**src/rtl/lmem_pkg.sv**
```systemverilog
package lmem_pkg;

  // Source index, also the bit position in the one-hot select
  typedef enum logic [1:0] {
    SRC_SRAM  = 2'd0,
    SRC_ROM   = 2'd1,
    SRC_CACHE = 2'd2,
    SRC_EXT   = 2'd3
  } src_e;

  localparam int unsigned NUM_SRC    = 4;
  localparam int unsigned NUM_REGION = 2;
  localparam int unsigned REG_SRAM   = 0;
  localparam int unsigned REG_ROM    = 1;

  // Configuration word field positions
  localparam int unsigned F_VALID   = 0;
  localparam int unsigned F_MASK_IF = 1;
  localparam int unsigned F_MASK_DR = 2;
  localparam int unsigned F_SIZE_LO = 3;
  localparam int unsigned SIZE_W    = 5;
  localparam int unsigned BASE_LO   = F_SIZE_LO + SIZE_W;

  // Effective number of low address bits left out of the compare
  function automatic int unsigned eff_lg(input logic [SIZE_W-1:0] code);
    return (int'(code) < BASE_LO) ? BASE_LO : int'(code);
  endfunction

endpackage

```
**src/rtl/lmem_base_reg.sv**
```systemverilog
module lmem_base_reg
  import lmem_pkg::*;
#(
  parameter int unsigned ADDR_W = 32
) (
  input  logic              clk,
  input  logic              rst_n,
  input  logic              wr_en,
  input  logic [ADDR_W-1:0] wr_data,
  output logic              valid,
  output logic              mask_if,
  output logic              mask_dr,
  output logic [SIZE_W-1:0] size_code,
  output logic [ADDR_W-1:0] base
);

  localparam int unsigned BASE_W = ADDR_W - BASE_LO;

  logic              valid_q, mask_if_q, mask_dr_q;
  logic [SIZE_W-1:0] size_q;
  logic [BASE_W-1:0] base_q;

  always_ff @(posedge clk) begin
    if (!rst_n) begin
      valid_q   <= 1'b0;
      mask_if_q <= 1'b0;
      mask_dr_q <= 1'b0;
      size_q    <= '0;
      base_q    <= '0;
    end else if (wr_en) begin
      valid_q   <= wr_data[F_VALID];
      mask_if_q <= wr_data[F_MASK_IF];
      mask_dr_q <= wr_data[F_MASK_DR];
      size_q    <= wr_data[F_SIZE_LO +: SIZE_W];
      base_q    <= wr_data[ADDR_W-1:BASE_LO];
    end
  end

  assign valid     = valid_q;
  assign mask_if   = mask_if_q;
  assign mask_dr   = mask_dr_q;
  assign size_code = size_q;
  assign base      = {base_q, {BASE_LO{1'b0}}};

  // without a write the region setting holds
  p_hold_without_write_r10: assert property (@(posedge clk) disable iff (!rst_n)
    !wr_en |=> ($stable(valid_q) && $stable(base_q) && $stable(size_q)
                && $stable(mask_if_q) && $stable(mask_dr_q)));

endmodule

```
**src/rtl/lmem_region_match.sv**
```systemverilog
module lmem_region_match
  import lmem_pkg::*;
#(
  parameter int unsigned ADDR_W = 32
) (
  input  logic              clk,
  input  logic              rst_n,
  input  logic              rd_valid,
  input  logic              rd_ifetch,
  input  logic [ADDR_W-1:0] rd_addr,
  input  logic              valid,
  input  logic              mask_if,
  input  logic              mask_dr,
  input  logic [SIZE_W-1:0] size_code,
  input  logic [ADDR_W-1:0] base,
  output logic              region_en,
  output logic              region_hit
);

  // Compare mask: ones on the address bits that select the region
  function automatic logic [ADDR_W-1:0] upper_mask(input logic [SIZE_W-1:0] code);
    int unsigned lg;
    logic [ADDR_W-1:0] m;
    lg = eff_lg(code);
    m  = '1;
    for (int i = 0; i < ADDR_W; i++) begin
      if (i < int'(lg)) m[i] = 1'b0;
    end
    return m;
  endfunction

  logic type_masked;
  logic addr_match;

  assign type_masked = rd_ifetch ? mask_if : mask_dr;
  assign addr_match  = ((rd_addr ^ base) & upper_mask(size_code)) == '0;
  assign region_en   = rd_valid && valid && !type_masked;
  assign region_hit  = region_en && addr_match;

  // a hit needs the region enabled for this access type
  p_hit_needs_enable_r8: assert property (@(posedge clk) disable iff (!rst_n)
    region_hit |-> (valid && !type_masked && rd_valid));

  // an invalid region never hits
  p_invalid_never_hits_r7: assert property (@(posedge clk) disable iff (!rst_n)
    !valid |-> !region_hit);

endmodule

```
**src/rtl/lmem_src_arbiter.sv**
```systemverilog
module lmem_src_arbiter
  import lmem_pkg::*;
#(
  parameter int unsigned ADDR_W = 32
) (
  input  logic               clk,
  input  logic               rst_n,
  input  logic               rd_valid,
  input  logic               rd_ifetch,
  input  logic [ADDR_W-1:0]  rd_addr,
  input  logic               sram_hit,
  input  logic               rom_hit,
  input  logic               cache_hit,
  output logic [NUM_SRC-1:0] src_sel,
  output logic               alloc_inh,
  output logic               ext_req,
  output logic [ADDR_W-1:0]  ext_addr,
  output logic               ext_ifetch
);

  // Lowest set bit wins: index order is the priority order
  function automatic logic [NUM_SRC-1:0] first_set(input logic [NUM_SRC-1:0] v);
    logic [NUM_SRC-1:0] r;
    logic found;
    r = '0;
    found = 1'b0;
    for (int i = 0; i < NUM_SRC; i++) begin
      if (v[i] && !found) begin
        r[i]  = 1'b1;
        found = 1'b1;
      end
    end
    return r;
  endfunction

  logic [NUM_SRC-1:0] cand;
  logic [NUM_SRC-1:0] winner;
  logic               all_miss;

  always_comb begin
    cand           = '0;
    cand[SRC_SRAM] = sram_hit;
    cand[SRC_ROM]  = rom_hit;
    cand[SRC_CACHE]= cache_hit;
    cand[SRC_EXT]  = 1'b1;
  end

  assign winner    = first_set(cand);
  assign src_sel   = rd_valid ? winner : '0;
  assign all_miss  = rd_valid && !sram_hit && !rom_hit && !cache_hit;
  assign alloc_inh = src_sel[SRC_SRAM] | src_sel[SRC_ROM];

  always_ff @(posedge clk) begin
    if (!rst_n) begin
      ext_req    <= 1'b0;
      ext_addr   <= '0;
      ext_ifetch <= 1'b0;
    end else begin
      ext_req <= all_miss;
      if (all_miss) begin
        ext_addr   <= rd_addr;
        ext_ifetch <= rd_ifetch;
      end
    end
  end

  // SRAM wins whenever it hits
  p_sram_first_r2: assert property (@(posedge clk) disable iff (!rst_n)
    (rd_valid && sram_hit) |-> (src_sel == 4'b0001));

  // ROM wins over the cache when SRAM misses
  p_rom_second_r3: assert property (@(posedge clk) disable iff (!rst_n)
    (rd_valid && !sram_hit && rom_hit) |-> (src_sel == 4'b0010));

  // exactly one source for every read
  p_one_source_r4: assert property (@(posedge clk) disable iff (!rst_n)
    rd_valid |-> ($countones(src_sel) == 1));

  // an all-miss read becomes a request in the next cycle
  p_miss_request_r5: assert property (@(posedge clk) disable iff (!rst_n)
    all_miss |=> (ext_req && ext_addr == $past(rd_addr)
                  && ext_ifetch == $past(rd_ifetch)));

  // no request without an all-miss read before it
  p_request_cause_r5: assert property (@(posedge clk) disable iff (!rst_n)
    ext_req |-> $past(all_miss));

  // allocation is blocked only for region data
  p_inhibit_region_r6: assert property (@(posedge clk) disable iff (!rst_n)
    alloc_inh |-> (src_sel[SRC_SRAM] || src_sel[SRC_ROM]));

  // nothing selected without a read
  p_idle_quiet_r9: assert property (@(posedge clk) disable iff (!rst_n)
    !rd_valid |-> (src_sel == '0 && !alloc_inh));

endmodule

```
**src/rtl/lmem_read_steer.sv**
```systemverilog
module lmem_read_steer
  import lmem_pkg::*;
#(
  parameter int unsigned ADDR_W = 32
) (
  input  logic               clk,
  input  logic               rst_n,
  input  logic               cfg_we,
  input  logic               cfg_sel,
  input  logic [ADDR_W-1:0]  cfg_wdata,
  input  logic               rd_valid,
  input  logic               rd_ifetch,
  input  logic [ADDR_W-1:0]  rd_addr,
  input  logic               cache_hit,
  output logic               sram_en,
  output logic               rom_en,
  output logic [NUM_SRC-1:0] src_sel,
  output logic               cache_alloc_inh,
  output logic               ext_req,
  output logic [ADDR_W-1:0]  ext_addr,
  output logic               ext_ifetch
);

  logic [NUM_REGION-1:0] reg_wr;
  logic [NUM_REGION-1:0] reg_en;
  logic [NUM_REGION-1:0] reg_hit;

  for (genvar g = 0; g < NUM_REGION; g++) begin : g_region
    logic              valid, mask_if, mask_dr;
    logic [SIZE_W-1:0] size_code;
    logic [ADDR_W-1:0] base;

    assign reg_wr[g] = cfg_we && (int'(cfg_sel) == g);

    lmem_base_reg #(.ADDR_W(ADDR_W)) u_reg (
      .clk       (clk),
      .rst_n     (rst_n),
      .wr_en     (reg_wr[g]),
      .wr_data   (cfg_wdata),
      .valid     (valid),
      .mask_if   (mask_if),
      .mask_dr   (mask_dr),
      .size_code (size_code),
      .base      (base)
    );

    lmem_region_match #(.ADDR_W(ADDR_W)) u_match (
      .clk        (clk),
      .rst_n      (rst_n),
      .rd_valid   (rd_valid),
      .rd_ifetch  (rd_ifetch),
      .rd_addr    (rd_addr),
      .valid      (valid),
      .mask_if    (mask_if),
      .mask_dr    (mask_dr),
      .size_code  (size_code),
      .base       (base),
      .region_en  (reg_en[g]),
      .region_hit (reg_hit[g])
    );
  end

  assign sram_en = reg_en[REG_SRAM];
  assign rom_en  = reg_en[REG_ROM];

  lmem_src_arbiter #(.ADDR_W(ADDR_W)) u_arb (
    .clk        (clk),
    .rst_n      (rst_n),
    .rd_valid   (rd_valid),
    .rd_ifetch  (rd_ifetch),
    .rd_addr    (rd_addr),
    .sram_hit   (reg_hit[REG_SRAM]),
    .rom_hit    (reg_hit[REG_ROM]),
    .cache_hit  (cache_hit),
    .src_sel    (src_sel),
    .alloc_inh  (cache_alloc_inh),
    .ext_req    (ext_req),
    .ext_addr   (ext_addr),
    .ext_ifetch (ext_ifetch)
  );

  // a write touches only the chosen region
  p_single_region_write_r10: assert property (@(posedge clk) disable iff (!rst_n)
    $onehot0(reg_wr));

endmodule

```
**config.mk**
```make
export PLATFORM = sky130hd
export DESIGN_NAME = lmem_read_steer
export DESIGN_NICKNAME = d
export VERILOG_FILES = /design/src/rtl/lmem_pkg.sv /design/src/rtl/lmem_base_reg.sv /design/src/rtl/lmem_region_match.sv /design/src/rtl/lmem_src_arbiter.sv /design/src/rtl/lmem_read_steer.sv
export SDC_FILE = /design/constraint.sdc
export NUM_CORES = 1
export LEC_CHECK = 0
export BUFFER_PORTS_ARGS = -buffer_cell sky130_fd_sc_hd__buf_2
export CORE_UTILIZATION = 50
export DETAILED_ROUTE_END_ITERATION = 12
export HOLD_SLACK_MARGIN = 0.08
export PLACE_DENSITY = 0.75
export SYNTH_ARGS = -nofsm -noshare
export SYNTH_HDL_FRONTEND = slang
export SYNTH_SLANG_ARGS = --single-unit
```
**constraint.sdc**
```tcl
create_clock -name clk -period 3.39 [get_ports clk]
set_input_delay 0.678 -clock clk [delete_from_list [all_inputs] [get_ports clk]]
set_output_delay 0.678 -clock clk [all_outputs]
set_load 0.02 [all_outputs]
```
==> results.md <==
- Chip height: 100.2 µm
- Global-route wire length before repair: 19,640 µm
- Row cnt: 35
- Via count: 4,190
- Overall routing resource usage: 25.00%
- Antenna violations before repair: 0
- N_diodes: 0
- Remaining Overflow, GRT: 0
- Critical Path End Type: output pin
- Register area share after synthesis: 40.67%
- DRC viols: 0
- Post-CTS Hold Fix Bufs: 0
- Max Fclk: ~310 MHz
- Layout cell share with drive strength beyond 1: 21.92%
- Worst-Margin Slew: 0.7750 ns
- Fin crit period: 3.256 ns
- Outcome: complete, no violations
- Finished Cell Area: roughly 5500 µm²
- Met1 GRT Util: 34.12%
- Total core area: 9284 µm²
- Die width: 100.2 µm
- Startpoint Class: flop
- Max VDD drop: between 0.2 and 0.25 mV
- Maximum fanout along the worst path: 13
- Skew final: roughly 0.012 ns
- Post-Synthesis Cells: 574
- Fill cell count: 852
- Num CTS Buffers: 9
- Asr flop ratio synth: 0%
- Placement Setup Slack: about 0.27 ns
- Clock sinks: 98
- Global-route layer with the greatest usage: met2
- Routability congestion estimate: 0.8951
- CTS root buf: clkbuf_8
- Placed instance area: 5313 µm²
- Number of global-route vias before repair: 4,040
- Top_reg_cell synth: dfxtp_1
- Critical Path RT: 2.71 ns
- Pleak: roughly 2.3 nW
- Setup_tns: 0 ns
- Synth-to-layout area growth: 14.27%
- Power per cell area: roughly 430 nW/µm²
- Number of synthesis warnings: 0
- Post-DP HPWL: between 8000 and 9000 µm
- Die area: approximately 10,000 µm²
- Pre-antenna DRT Iters: 5
- CTS tree: yes
- Syn_area_per_cell: 8.403 µm²
- Post-synth EDFFs: 0
- Largest net degree at the start of global routing: 80
- Design Power: 0.002353 W
- Post-synthesis cell type count: between 40 and 50
- RSZ-0062 raised after global routing: false
- Final Cycle Share: 96.04%
- M3 GR Usage: roughly 3.8%
- Number of top-level pins: 112
- Syn_nets: between 600 and 700
- Later-pin clock latency in the skew report: 0.36 ns
- Worst EP arrival: 2.58 ns
- 1st-iter DRT viols: 270
- Initial core utilization: 51.95%
- Total wire length: 12,080 µm
- Port buffer count: between 100 and 150
- Worst setup path class: reg2out
- Register bit total from synthesis: 98
- Hold Path Class: reg2reg
- Clk buf depth: 2
- WL/cell: 15.19 µm
- DRT antenna net count: 0
- H-tree depth: 3
- M2 GR Usage: between 30% and 40%
- Via/cell ratio: 5.270
- Reg clk slew, reported paths: approximately 0.080 ns
- Post-synthesis cell area: 4823 µm²
- PnR worst setup slack: 0.1342 ns
- Final count of negative-setup-slack endpoints: 0
- Slew HR: between 40% and 50%
- Nets: 733
- Final hold vios: 0
- Number of max-cap violations: 0
- Slew Viols, Final: 0
-- path summary, 6_finish.rpt --
path	from	end	slack, ns	cells after the start
max	g_region[1].u_reg.size_code[1]	src_sel[2]	0.13	8
min	u_arb.ext_addr[19]	u_arb.ext_addr[19]	0.46	2
max reg2reg	g_region[1].u_reg.size_code[1]	u_arb.ext_addr[27]	0.73	8
min reg2reg	u_arb.ext_addr[19]	u_arb.ext_addr[19]	0.46	2
-- power by group --
part / total [W] / internal (W) / switching (W) / leakage [nW]
clock network: 0.000750 / 0.000359 / 0.000391 / 0.0958
logic: 0.000348 / 0.000142 / 0.000206 / 1.42
registers: 0.00126 / 0.00121 / 0.0000488 / 0.804
total: 0.00235 / 0.00171 / 0.000645 / 2.32
-- sequential cells by signal (all words and copies together), names as in the netlist --
register and cells:
u_arb.ext_addr 32, u_arb.ext_ifetch 1, u_arb.ext_req 1, g_region.u_reg.valid 2, g_region.u_reg.mask_if 2, g_region.u_reg.size_code 10
g_region.u_reg.base_q 48, g_region.u_reg.mask_dr 2
-- metal layers --
metal	share of wire, %	up-vias
li1	-	2092
met1	47	1948
met2	45	124
met3	5.2	26
met4	2.7	0
met5	0	-
-- layout make-up --
cell class                 instances  area, µm²  share of cell area [%]
inverter                           1      3.754                 0.06810
sequential                        98       1968                   35.71
timing repair buffer             119      618.1                   11.21
clock buffer                      11      141.4                   2.565
tap                              129      161.4                   2.928
multi-input combinational        433       2567                   46.58
clock inverter                     4      51.30                  0.9308
-- placed cells by master (no fill, tap or decap), types with 2 or more instances in the layout --
cell type,n
a211oi_1,2
a21boi_0,64
a21oi_1,10
a222oi_1,2
a31oi_1,3
and2_1,2
and3_1,3
buf_2,110
buf_4,9
clkbuf_8,10
dfxtp_1,93
dfxtp_2,5
mux2i_1,35
nand2_1,202
nand3_1,4
nand4_1,6
nor2_1,9
o211ai_1,4
o21ai_0,14
o22ai_1,4
xnor2_1,10
xor2_1,38
-- what timing repair did --
action / CTS / global route
setup buffers: 0 / 0
endpoints found under the setup margin: 0 / 4
resized for setup: 0 / 5
hold endpoints to repair: 0 / 0
-- critical path: stages, from the launching register on --
cell,delay (ns)
dfxtp_1,0.66
o22a_2,0.24
o22ai_1,0.08
nor3_1,0.16
a31oi_1,0.11
or4_4,0.56
or2b_1,0.21
nor2_1,0.05
buf_2,0.15
-- cells by family after synthesis --
| family | after synthesis | share of synthesized area [%] |
|---|---|---|
| AOI/OAI and AO/OA | 118 | 17.67 |
| xor gates and xnor gates | 48 | 8.716 |
| buffers and inverters | 43 | 6.148 |
| DFF | 98 | 40.67 |
| muxes | 35 | 7.263 |
| and+or+nand+nor | 232 | 19.53 |
-- synth_stat cells (6+ instances only) --
| cell type | count | area, µm² |
|---|---|---|
| a21boi_0 | 64 | 480.5 |
| a21oi_1 | 10 | 50.05 |
| clkbuf_1 | 22 | 82.58 |
| dfxtp_1 | 98 | 1962 |
| dlygate4sd3_1 | 6 | 60.06 |
| mux2i_1 | 35 | 350.3 |
| nand2_1 | 202 | 758.2 |
| nand4_1 | 6 | 37.54 |
| nor2_1 | 9 | 33.78 |
| o21ai_0 | 14 | 70.07 |
| xnor2_1 | 10 | 87.58 |
| xor2_1 | 38 | 332.8 |
-- through the flow --
| step | std cells | hold WS (ns) | utilization [%] |
|---|---|---|---|
| global route | 795 | 0.4755 | 59.37 |
| floorplan | 574 | 0.4390 | - |
| finish | 795 | 0.4554 | 59.37 |
| global placement | 780 | 0.4390 | 57.22 |
| detailed placement | 780 | 0.4453 | 57.22 |
| CTS | 795 | 0.4566 | 59.30 |
(Power assumes the default switching activity.)
